===== config.mk =====
export PLATFORM = sky130hd
export DESIGN_NAME = bank_select
export DESIGN_NICKNAME = d
export VERILOG_FILES = /design/src/rtl/bank_select_pkg.sv /design/src/rtl/sel_port_decode.sv /design/src/rtl/sel_store.sv /design/src/rtl/bank_pick.sv /design/src/rtl/bank_select.sv
export SDC_FILE = /design/constraint.sdc
export NUM_CORES = 1
export LEC_CHECK = 0
export BUFFER_PORTS_ARGS = -buffer_cell sky130_fd_sc_hd__buf_2
export CAP_MARGIN = 20
export CORE_AREA = 2 2 39 41
export DETAILED_ROUTE_END_ITERATION = 8
export DIE_AREA = 0 0 41 43
export PLACE_DENSITY_LB_ADDON = 0.15
export SYNTH_ARGS = -nofsm -noshare
export SYNTH_HDL_FRONTEND = slang
export SYNTH_SLANG_ARGS = --single-unit

===== constraint.sdc =====
create_clock -name clk -period 1.5 [get_ports clk]
set_input_delay 0.3 -clock clk [delete_from_list [all_inputs] [get_ports clk]]
set_output_delay 0.3 -clock clk [all_outputs]
set_load 0.05 [all_outputs]

===== src/rtl/bank_select_pkg.sv =====
package bank_select_pkg;

    // Default geometry of the select port
    localparam int IO_ADDR_W    = 8;
    localparam int SEL_W        = 8;
    localparam int BANK_W       = $clog2(SEL_W);
    localparam logic [IO_ADDR_W-1:0] SEL_PORT_DEF  = 8'h40;
    localparam logic [SEL_W-1:0]     SEL_RESET_DEF = 8'h01;

    // One processor output cycle as seen by the block
    typedef struct packed {
        logic                 wr;
        logic [IO_ADDR_W-1:0] addr;
        logic [SEL_W-1:0]     data;
    } io_cycle_t;

    // True when the cycle is a write to the given port
    function automatic logic hits_port(input io_cycle_t cyc,
                                       input logic [IO_ADDR_W-1:0] port);
        return cyc.wr && (cyc.addr == port);
    endfunction

endpackage


===== src/rtl/sel_port_decode.sv =====
module sel_port_decode #(
    parameter int ADDR_W = 8,
    parameter logic [ADDR_W-1:0] PORT = 8'h40
) (
    input  logic              wr,
    input  logic [ADDR_W-1:0] addr,
    output logic              load
);
    always_comb begin
        load = wr && (addr == PORT);
    end
endmodule


===== src/rtl/sel_store.sv =====
module sel_store #(
    parameter int SEL_W = 8,
    parameter logic [SEL_W-1:0] RST_VAL = 8'h01
) (
    input  logic             clk,
    input  logic             rst,
    input  logic             load,
    input  logic [SEL_W-1:0] din,
    output logic [SEL_W-1:0] dout
);
    // Every bit clears to zero in the flop. Bits whose reset value is 1
    // are kept inverted, so a cleared flop reads back as the reset value.
    for (genvar i = 0; i < SEL_W; i++) begin : g_bit
        logic q;
        if (RST_VAL[i]) begin : g_inv
            always_ff @(posedge clk) begin
                if (rst)       q <= 1'b0;
                else if (load) q <= ~din[i];
            end
            assign dout[i] = ~q;
        end else begin : g_plain
            always_ff @(posedge clk) begin
                if (rst)       q <= 1'b0;
                else if (load) q <= din[i];
            end
            assign dout[i] = q;
        end
    end
endmodule


===== src/rtl/bank_pick.sv =====
module bank_pick #(
    parameter int SEL_W  = 8,
    parameter int BANK_W = $clog2(SEL_W)
) (
    input  logic [SEL_W-1:0]  sel,
    input  logic [BANK_W-1:0] bank,
    output logic              en
);
    always_comb begin
        en = 1'b0;
        for (int i = 0; i < SEL_W; i++) begin
            if (bank == BANK_W'(i)) en = sel[i];
        end
    end
endmodule


===== src/rtl/bank_select.sv =====
module bank_select
    import bank_select_pkg::*;
#(
    parameter int ADDR_W = IO_ADDR_W,
    parameter int DATA_W = SEL_W,
    parameter logic [ADDR_W-1:0] PORT = SEL_PORT_DEF,
    parameter logic [DATA_W-1:0] RESET_SEL = SEL_RESET_DEF,
    localparam int ID_W = $clog2(DATA_W)
) (
    input  logic              clk,
    input  logic              rst,
    input  logic              io_wr,
    input  logic [ADDR_W-1:0] io_addr,
    input  logic [DATA_W-1:0] io_wdata,
    input  logic [ID_W-1:0]   bank_id,
    output logic              board_en,
    output logic              board_en_n
);
    logic              load;
    logic [DATA_W-1:0] sel_q;
    logic              en;

    sel_port_decode #(.ADDR_W(ADDR_W), .PORT(PORT)) u_dec (
        .wr   (io_wr),
        .addr (io_addr),
        .load (load)
    );

    sel_store #(.SEL_W(DATA_W), .RST_VAL(RESET_SEL)) u_store (
        .clk  (clk),
        .rst  (rst),
        .load (load),
        .din  (io_wdata),
        .dout (sel_q)
    );

    bank_pick #(.SEL_W(DATA_W), .BANK_W(ID_W)) u_pick (
        .sel  (sel_q),
        .bank (bank_id),
        .en   (en)
    );

    assign board_en   = en;
    assign board_en_n = ~en;
endmodule


# Word-level counts from Yosys, hierarchy flattened
# Index checks and enable logic that the tools add are counted.
word_totals:
  regBits: 8
  output_inout_bits: 2
  inputBits: 22
classes:
  n_eq_ne: 8
  n_bitwise: 3
  n_reduce_logical: 2
  n_mux: 8
ops:
  columns: ["operator", "n"]
  rows:
  - ["3-bit equality test (second input constant)", 4]
  - ["8-bit by 7-bit equality test with 1-bit output (second input constant)", 1]
  - ["1-bit 2-to-1 mux", 8]
  - ["3-bit by 2-bit equality test with 1-bit output (second input constant)", 2]
  - ["3-bit by 1-bit equality test with 1-bit output (second input constant)", 1]
  - ["3-bit zero test", 1]
  - ["1-bit NOT", 3]
  - ["1-bit logical AND", 1]

# Logic depth before layout (Yosys ltp)
# Gate-level depths: netlist (run 1).
depth:
  word_depth: 10
  mapped_depth: 4

# By module
# A second synthesis (run 1) with hierarchy kept.
hier_totals:
  hier_cells: 41
  area_unflattened_um2: 441.7
by_module_without_submodules:
  columns: ["module", "n_inst", "cells_each", "seq_area_each_um2", "area_each_um2"]
  rows:
  - ["sel_store", 1, 34, 160.2, 344.1]
  - ["bank_pick", 1, 3, 0.0, 63.8]
  - ["sel_port_decode", 1, 3, 0.0, 30.0]
  - ["bank_select", 1, 1, 0.0, 3.8]

# Least setup slack after synthesis (run 1)
# OpenSTA, ideal clock, no wires.
synth_path:
  kind: "input -> output"
  startpoint: "input bank_id[0]"
  endpoint: "output board_en_n"
  cell_stages: 2
  t_arrival_ns: 1.671
  setup_slack_ns: -0.471
  n_path_buf: 0
  cell_sequence: "mux4_1 -> mux2i_1"
synth_via:
  elab_chain_len: 10
synth_rtl:
  columns: ["element", "line_no", "rtl"]
  rows:
  - ["start: declaration", "bank_select.sv:15", "input logic [ID_W-1:0] bank_id,"]
  - ["3-bit zero test", "bank_pick.sv:12", "if (bank == BANK_W'(i)) en = sel[i];"]
  - ["1-bit 2-to-1 mux (7 in a row)", "bank_pick.sv:12", null]
  - ["1-bit 2-to-1 mux *", "bank_pick.sv:12", null]
  - ["1-bit NOT *", "bank_select.sv:44", "assign board_en_n = ~en;"]
  - ["end: declaration", "bank_select.sv:17", "output logic board_en_n"]
# Mark *: on every way between the ends. The rest lies on a longest branch, timed or not.

# Final worst setup path (run 1)
layout_path:
  startpoint: "register u_store.g_bit[0].q"
  endpoint: "output board_en"
layout_via:
  elab_chain_len: 9
layout_rtl:
  columns: ["element", "line_no", "rtl"]
  rows:
  - ["start: declaration", "sel_store.sv:14", "logic q;"]
  - ["start signal: assignment", "sel_store.sv:18", "else if (load) q <= ~din[i];"]
  - ["1-bit NOT", "sel_store.sv:20", "assign dout[i] = ~q;"]
  - ["1-bit 2-to-1 mux (8 in a row)", "bank_pick.sv:12", null]
  - ["end: declaration", "bank_select.sv:16", "output logic board_en,"]
# No other way between the ends.

==> results_dict.tcl, run 1 <==
set metrics [dict create \
    design.core.area_mm2 0.00138 \
    grt_util_all_layers_pct 13.4 \
    clock_insertion_delay_worst_skew_ns 0.25 \
    seqPwrFrac_pct 47.9 \
    worst_ep_arrival_time_ns 1.54 \
    yosys_warnings 0 \
    fp-row-count 14 \
    switchingPower_uw 100 \
    clkSlewWorstSetupHoldPaths_ns 0.05 \
    largest_registers "u_store.g_bit.q: 8 flops" \
    detailedPlacementHpwl_um 727 \
    clock-root-buffer "sky130_fd_sc_hd__clkbuf_4" \
    postLayoutCellArea_um2 636 \
    initial_core_util_pct 32.3 \
    finalSetupViolCount 2 \
    grt_start_max_net_pins 16 \
    vdd_ir_drop_max_uv 333 \
    layout_min_cycle_time_ns 1.84 \
    drtIter0Drc 2 \
    p_clk_share_pct 36.5 \
    ys_top_cells_by_area "sky130_fd_sc_hd__dfxtp_1 (36%), sky130_fd_sc_hd__nand2b_1 (20%), sky130_fd_sc_hd__mux2i_1 (18%)" \
    synth.top_cell.area_share_pct 35.9 \
    antenna_violating_nets_post_route 0 \
    mappedNetlistArea_um2 447 \
    clock_sink_count 8 \
    critical_path.top_delay_family "multiplexers" \
    dpl_cell_area_um2 596 \
    synth.net_count 63 \
    timing.critical_path.fanout_max 2 \
    largest_register_ffs 8 \
    max-cap-violations 0 \
    layout_commonest_cell "sky130_fd_sc_hd__buf_2" \
    setup.worst_path.class "reg -> out" \
    avgRoutedWirePerCell_um 11.0 \
    routed_wire_length_um 902 \
    cts_tree "done" \
    die_h_um 43 \
    cp_cell_sequence "inv_2 -> mux4_2 -> mux2_4 -> buf_8" \
    p_leak_uw 0.000253 \
    synth_top_family_by_area "multiplexers" \
    post_route_cells_drive_above_1_share_pct 50.0 \
    syn_area_per_cell_um2 10.9 \
    crit_path_max_incr_delay_ns 0.48 \
    overflow 0 \
    hold_path_class "in -> reg" \
    timing_max_transition_violations_final 0 \
    ioPinCount 24 \
    post_synthesis_compound_gate_area_fraction_pct 3.64 \
    preCtsSetupSlack_ns -0.244 \
    p_int_uw 345 \
    cts-buffers-inserted 3 \
    cp-end-kind "output port" \
    final.setup_skew_ns 0 \
    worst-path-stages 4 \
    layout.cells.most_common_list "sky130_fd_sc_hd__buf_2 (21), sky130_fd_sc_hd__nand2b_1 (14), sky130_fd_sc_hd__mux2i_1 (7), sky130_fd_sc_hd__dfxtp_1 (7), sky130_fd_sc_hd__clkbuf_4 (3)" \
    most_area_hungry_cell_type_in_the_yosys_netlist "sky130_fd_sc_hd__dfxtp_1" \
    cp.required_ns 1.20 \
    layout_worst_path_cycle_share_pct 122 \
    power_density_mw_per_mm2 700 \
    clock_tree.htree_level_count 1 \
    path_buf_inv 2 \
    drc_violations_left 0 \
    mux_contribution_to_synthesized_area_pct 32.2 \
    synth_simple_gate_area_share_pct 24.1 \
    setup_tns_ns -0.555 \
    antenna_found_initial 0 \
    power_frac_comb_pct 15.6 \
    die-width_um 41 \
    finish.net_count 90 \
    ffs_latches_synth 8 \
    timing.final.hold_violations 0 \
    violations "setup timing" \
    ctsHoldBuffers 0 \
    post-route-util_pct 45.9 \
    count_of_cell_types_in_the_netlist 13 \
    die_area_mm2 0.00176 \
    postCtsSetupRepairBufs 0 \
    ys_seq_area_share_pct 35.9 \
    grt_first_pass_wirelength_um 1520 \
    max-slew-margin-rel_pct 79.9 \
    timing.fmax_ghz 0.544 \
    worstMarginPinSlew_ns 0.299 \
    reg2reg_depth 2 \
    critical_path_top_delay_cell "sky130_fd_sc_hd__mux4_2" \
    critical_path.startpoint_type "register" \
    synthCells 41 \
    status "complete, but fails checks" \
    clock_tree.buffer_depth 2 \
    antenna-diode-count 0 \
    regMostFlops "u_store.g_bit.q" \
    synth_xor_area_share_pct 0 \
    netSwitchingFraction_pct 22.5 \
    drtPass1Iterations 2 \
    globalplace.congestion 0.630 \
    placement.io_buffers 23 \
    rrSetupSlack_ns 0.81 \
    vias 383 \
    hold_path_depth 2 \
    setup_ws_ns -0.337 \
    grt_pass1_vias 398 \
    avgViaCountPerCell 4.67 \
    synth_fa_ha_area_share_pct 0 \
    ctsResizeCount 7 \
    layout-area-overhead-vs-synth_pct 42.3 \
    grt_setup_unrepaired "yes" \
]
==> cell usage after synthesis <==
cell                       count
sky130_fd_sc_hd__buf_6         1
sky130_fd_sc_hd__mux2_2        1
sky130_fd_sc_hd__mux2i_1       8
sky130_fd_sc_hd__nand2b_1     14
sky130_fd_sc_hd__mux4_1        2
sky130_fd_sc_hd__nor3_1        1
sky130_fd_sc_hd__dfxtp_1       8
sky130_fd_sc_hd__nor4_1        1
sky130_fd_sc_hd__inv_1         1
sky130_fd_sc_hd__a211oi_1      1
sky130_fd_sc_hd__clkbuf_1      1
sky130_fd_sc_hd__and4_1        1
sky130_fd_sc_hd__a41oi_1       1
==> per-layer routing <==
| layer | GRT usage, % | wire [um] |
|---|---|---|
| met1 | 16.1 | 388 |
| met3 | 3.14 | 98 |
| met4 | 10.0 | 0 |
| met2 | 19.7 | 415 |
| met5 | 0 | 0 |
==> stage by stage <==
stage / power (uW) / cells / hold slack [ns]
after CTS: 457 / 82 / 0.211
after floorplan: 249 / 41 / 0.399
after detailed placement: 284 / 79 / 0.463
final: 445 / 82 / 0.223
after global routing: 477 / 82 / 0.228
after global placement: 283 / 79 / 0.464
==> worst paths after layout <==
kind	from	end
hold / removal	io_wdata[0]	u_store.g_bit[0].q
setup / recovery	u_store.g_bit[0].q	board_en
hold reg to reg	u_store.g_bit[4].q	u_store.g_bit[4].q
setup reg to reg	u_store.g_bit[0].q	u_store.g_bit[0].q
==> power groups by stage <==
stage / Sequential [uW] / Clock, uW / Combinational (uW)
floorplan: 218 / 0 / 31.9
global placement: 218 / 0 / 65.6
detailed placement: 218 / 0 / 66.3
CTS: 213 / 174 / 70.5
global route: 213 / 188 / 76.8
finish: 213 / 162 / 69.6
==> area by class of cell <==
| type | instances | area, um2 |
|---|---|---|
| tap | 16 | 20.0 |
| sequential | 8 | 161 |
| multi-input combinational | 30 | 277 |
| inverter | 1 | 3.75 |
| timing repair buffer | 24 | 151 |
| clock buffer | 3 | 22.5 |
| fill | 140 | 748 |
==> kinds of logic after synthesis <==
logic type / Yosys count
muxes: 11
buffers and inverters: 3
DFF: 8
AOI/OAI and AO/OA: 2
and+or+nand+nor: 17
No activity file was read; power rests on OpenSTA's default activity.
==> run 2: changes to the inputs <==
- CELL_PAD_IN_SITES_DETAIL_PLACEMENT: not set -> 2
- CELL_PAD_IN_SITES_GLOBAL_PLACEMENT: not set -> 2
- CORE_AREA: 2 2 39 41 -> not set
- CORE_UTILIZATION: not set -> 23
- DIE_AREA: 0 0 41 43 -> not set
==> run 2 against run 1 <==
Compared with the run above: the run still ends with setup timing left; routed wire length is 19% higher; clock power hardly changed; die area is 20% higher; non-clock buffer count is 2 higher; hold slack worse by 0.0013 ns; sequential share of layout area is 0.54 points lower; fmax is 0.26% lower; cell count is 13% higher; total power is 0.73% higher.
==> results_dict.tcl, run 2 (synthesis gave the netlist of run 1 again) <==
set metrics [dict create \
    die_h_um 46.1 \
    post_route_cells_drive_above_1_share_pct 51.5 \
    grt_first_pass_wirelength_um 1840 \
    initial_core_util_pct 25.3 \
    finish.net_count 92 \
    vdd_ir_drop_max_uv 416 \
    ctsHoldBuffers 0 \
    rrSetupSlack_ns 0.72 \
    clkSlewWorstSetupHoldPaths_ns 0.05 \
    globalplace.congestion 0.619 \
    layout_min_cycle_time_ns 1.84 \
    cts_tree "done" \
    seqCellArea_um2 161 \
    routed_wire_length_um 1080 \
    timing.fmax_ghz 0.543 \
    cp.required_ns 1.20 \
    drc_violations_left 0 \
    layout.cells.most_common_list "sky130_fd_sc_hd__buf_2 (21), sky130_fd_sc_hd__nand2b_1 (14), sky130_fd_sc_hd__mux2i_1 (7), sky130_fd_sc_hd__dfxtp_1 (7)" \
    grt_setup_unrepaired "yes" \
    antenna-diode-count 0 \
    hold_slack_ns 0.221 \
    cts-buffers-inserted 3 \
    max-cap-violations 0 \
    layout_worst_path_cycle_share_pct 123 \
    layout-area-overhead-vs-synth_pct 45.4 \
    hold_path_class "in -> reg" \
    worstMarginPinSlew_ns 0.326 \
    largest_registers "u_store.g_bit.q: 8 flops" \
    clock_tree.buffer_depth 2 \
    clock_sink_count 8 \
    antenna_found_initial 0 \
    cp-end-kind "output port" \
    detailedPlacementHpwl_um 892 \
    antenna_violating_nets_post_route 0 \
    postCtsSetupRepairBufs 0 \
    avgViaCountPerCell 4.48 \
    crit_path_max_incr_delay_ns 0.48 \
    setup.worst_path.class "reg -> out" \
    fp-row-count 15 \
    critical_path_top_delay_cell "sky130_fd_sc_hd__mux4_2" \
    multi_input_comb_area_um2 277 \
    fillCellCount 228 \
    design.core.area_mm2 0.00176 \
    timing.final.hold_violations 0 \
    critical_path.startpoint_type "register" \
    grt_start_max_net_pins 16 \
    grt_util_all_layers_pct 12.7 \
    setup_tns_ns -0.569 \
    clock_tree.htree_level_count 1 \
    power_density_mw_per_mm2 690 \
    timing_max_transition_violations_final 0 \
    timing.critical_path.fanout_max 2 \
    max-slew-margin-rel_pct 78.1 \
    drtPass1Iterations 1 \
    final.setup_skew_ns 0 \
    grt_pass1_vias 434 \
    worst_ep_arrival_time_ns 1.54 \
    overflow 0 \
    regMostFlops "u_store.g_bit.q" \
    clock_insertion_delay_worst_skew_ns 0.25 \
    violations "setup timing" \
    cp_cell_sequence "inv_2 -> mux4_2 -> mux2_4 -> buf_8" \
    setup_ws_ns -0.341 \
    drtIter0Drc 0 \
    placement.io_buffers 23 \
    die-width_um 46.1 \
    vias 417 \
    clock-root-buffer "sky130_fd_sc_hd__clkbuf_4" \
    avgRoutedWirePerCell_um 11.6 \
    die_area_mm2 0.00212 \
    p_leak_uw 0.000261 \
    finalSetupViolCount 2 \
    largest_register_ffs 8 \
    layout_commonest_cell "sky130_fd_sc_hd__buf_2" \
    status "complete, but fails checks" \
    ioPinCount 24 \
]
[run 2: repair_timing]
action,in CTS,in global routing
setup endpoints to repair,2,2
gates resized for setup,6,1
hold endpoints to repair,0,0
[run 2: area by class of cell]
class,count,share of cell area [%]
multi-input combinational,30,42.6
sequential,8,24.9
inverter,1,0.578
timing repair buffer,26,23.7
clock buffer,3,3.47
tap,25,4.82
[run 2: layer usage]
| layer | up-vias | global-route usage (%) | routed length (um) |
|---|---|---|---|
| li1 | 203 | - | - |
| met1 | 194 | 14.2 | 435 |
| met2 | 16 | 21.4 | 547 |
| met3 | 4 | 5.88 | 76 |
| met4 | 0 | 3.53 | 17 |
| met5 | - | 0 | 0 |
[run 2: power breakdown]
part / total, uW / switching (uW) / internal, uW
Sequential: 213 / 0.159 / 213
Clock: 164 / 73.0 / 91.5
Combinational: 70.7 / 30.0 / 40.7
Total: 448 / 103 / 345
[run 2: worst paths after layout]
| check | depth (start not counted) | startpoint | endpoint |
|---|---|---|---|
| setup / recovery | 4 | u_store.g_bit[0].q | board_en |
| hold / removal | 2 | io_wdata[0] | u_store.g_bit[0].q |
| setup reg to reg | 3 | u_store.g_bit[0].q | u_store.g_bit[0].q |
| hold reg to reg | 2 | u_store.g_bit[4].q | u_store.g_bit[4].q |
[run 2: stage by stage]
stage | area [um2] | instances | setup WS, ns | util, % | power [uW]
floorplan | 455 | 41 | 0.00182 | - | 249
global placement | 609 | 90 | -0.238 | 34.5 | 284
detailed placement | 609 | 90 | -0.247 | 34.5 | 286
CTS | 649 | 93 | -0.352 | 36.8 | 460
global route | 649 | 93 | -0.392 | 36.8 | 478
finish | 649 | 93 | -0.341 | 36.8 | 448
[run 2: worst max-delay path: cells and delay by family, from the launching register on]
kind	cells	cell delay (ns)
muxes	2	0.78
DFF	1	0.33
buffers and inverters	2	0.18
==> run 3: changes to the inputs <==
- CORE_UTILIZATION: 23 -> 25
- clock period: 1.5 -> 2.25 ns (I/O delays scaled with it)
==> run 3 against run 2 <==
Compared with the run above: the run now ends clean; register-to-register slack improved by 0.86 ns; sequential share of layout area increased by 1.7 points; critical path depth stayed put; first-iteration DRC count up 3; global-route usage up 0.42 points; clock skew unchanged; combinational power shrank 41%; critical endpoint unchanged.
==> results_dict.tcl, run 3 (synthesis gave the netlist of run 1 again) <==
set metrics [dict create \
    layout_worst_path_cycle_share_pct 92.5 \
    clock_tree.buffer_depth 2 \
    hold_slack_ns 0.379 \
    antenna_found_initial 0 \
    crit_path_max_incr_delay_ns 0.58 \
    layout.cells.non_filler 89 \
    setup_ws_ns 0.168 \
    vdd_ir_drop_max_uv 460 \
    critical_path.startpoint_type "input port" \
    seqPwrFrac_pct 49.1 \
    drc_violations_left 0 \
    cp.required_ns 1.80 \
    max-slew-margin-rel_pct 68.7 \
    grt_start_max_net_pins 16 \
    ctsResizeCount 0 \
    layout.cells.most_common_list "sky130_fd_sc_hd__buf_2 (23), sky130_fd_sc_hd__nand2b_1 (14), sky130_fd_sc_hd__dfxtp_1 (8), sky130_fd_sc_hd__mux2i_1 (7), sky130_fd_sc_hd__clkbuf_4 (3)" \
    placement.io_buffers 23 \
    drtIter0Drc 3 \
    fin_total_pwr_uw 290 \
    vias 396 \
    avgViaCountPerCell 4.45 \
    status "finished clean" \
    p_int_uw 226 \
    p_clk_share_pct 36.6 \
    grt_util_all_layers_pct 13.1 \
    layout-area-overhead-vs-synth_pct 35.0 \
    critical_path_top_delay_cell "sky130_fd_sc_hd__mux4_1" \
    ioPinCount 24 \
    max-cap-violations 0 \
    fillCellCount 201 \
    die_h_um 44.3 \
    layout_commonest_cell "sky130_fd_sc_hd__buf_2" \
    timing.critical_path.mode_cell "sky130_fd_sc_hd__buf_2" \
    antenna_violating_nets_post_route 0 \
    fp-row-count 14 \
    initial_core_util_pct 28.0 \
    timing_max_transition_violations_final 0 \
    setup.worst_path.class "in -> out" \
    cp_cell_sequence "buf_2 -> mux4_1 -> mux2_2 -> buf_2" \
    cts-buffers-inserted 3 \
    finish.net_count 89 \
    design.core.area_mm2 0.00159 \
    preCtsSetupSlack_ns 0.172 \
    p_leak_uw 0.000249 \
    final.setup_skew_ns 0 \
    setup_tns_ns 0 \
    postCtsSetupRepairBufs 0 \
    clock_insertion_delay_worst_skew_ns 0.25 \
    overflow 0 \
    die_area_mm2 0.00196 \
    largest_register_ffs 8 \
    finalSetupViolCount 0 \
    clock_tree.htree_level_count 1 \
    post_route_cells_drive_above_1_share_pct 43.1 \
    cts_tree "done" \
    routed_wire_length_um 1010 \
    detailedPlacementHpwl_um 822 \
    regMostFlops "u_store.g_bit.q" \
    globalplace.congestion 0.575 \
    timing.fmax_ghz 0.480 \
    layout_min_cycle_time_ns 2.08 \
    timing.final.hold_violations 0 \
    drtPass1Iterations 5 \
    timing.critical_path.fanout_max 2 \
    cp-end-kind "output port" \
    clock_sink_count 8 \
    grt_setup_unrepaired "no" \
    clkSlewWorstSetupHoldPaths_ns 0.05 \
    avgRoutedWirePerCell_um 11.4 \
    worst_ep_arrival_time_ns 1.63 \
    switchingPower_uw 63.5 \
    grt_pass1_vias 459 \
    power_density_mw_per_mm2 480 \
    antenna-diode-count 0 \
    power_frac_comb_pct 14.3 \
    worstMarginPinSlew_ns 0.470 \
    largest_registers "u_store.g_bit.q: 8 flops" \
    grt_first_pass_wirelength_um 1840 \
    clock-root-buffer "sky130_fd_sc_hd__clkbuf_4" \
    die-width_um 44.3 \
    netSwitchingFraction_pct 21.9 \
    placed_cells 86 \
    ctsHoldBuffers 0 \
    hold_path_class "in -> reg" \
]
==> run 3: final timing paths <==
| kind | startpoint | endpoint | slack (ns) | depth (start not counted) |
|---|---|---|---|---|
| worst max register to register | u_store.g_bit[0].q | u_store.g_bit[0].q | 1.58 | 2 |
| worst min-delay path | io_wdata[0] | u_store.g_bit[0].q | 0.38 | 2 |
| worst max-delay path | bank_id[0] | board_en | 0.17 | 4 |
| worst min register to register | u_store.g_bit[3].q | u_store.g_bit[3].q | 0.47 | 2 |
==> run 3: metrics by stage <==
stage	cell area [um2]	util, %
after floorplan	450	-
after global placement	581	36.4
after detailed placement	581	36.4
after CTS	603	37.8
after global routing	603	37.8
final	603	37.8
==> run 3: critical path: cells and delay by family <==
kind	cells	cell delay (ns)
buffers and inverters	2	0.31
multiplexers	2	0.87
==> run 3: cell type report <==
type,instances,area (um2),area share [%]
well taps,24,30.0,4.98
repair buffers,23,115,19.1
flip-flops and latches,8,160,26.6
multi-input cells,30,272,45.0
inverters,1,3.75,0.622
clock buffers,3,22.5,3.73
==> run 3: metal layers <==
metal / part of all wire (%) / GRT usage [%] / routed length [um]
met5: 0 / 0 / 0
met1: 46 / 14.0 / 462
met3: 7.7 / 7.76 / 78
met4: 0 / 1.82 / 0
met2: 47 / 22.6 / 473
==> run 3: power by group through the flow <==
stage	clock network (uW)	logic [uW]	registers, uW
global placement	0	41.2	145
floorplan	0	19.3	145
detailed placement	0	41.9	145
global route	119	45.9	142
CTS	114	42.4	142
finish	106	41.4	142
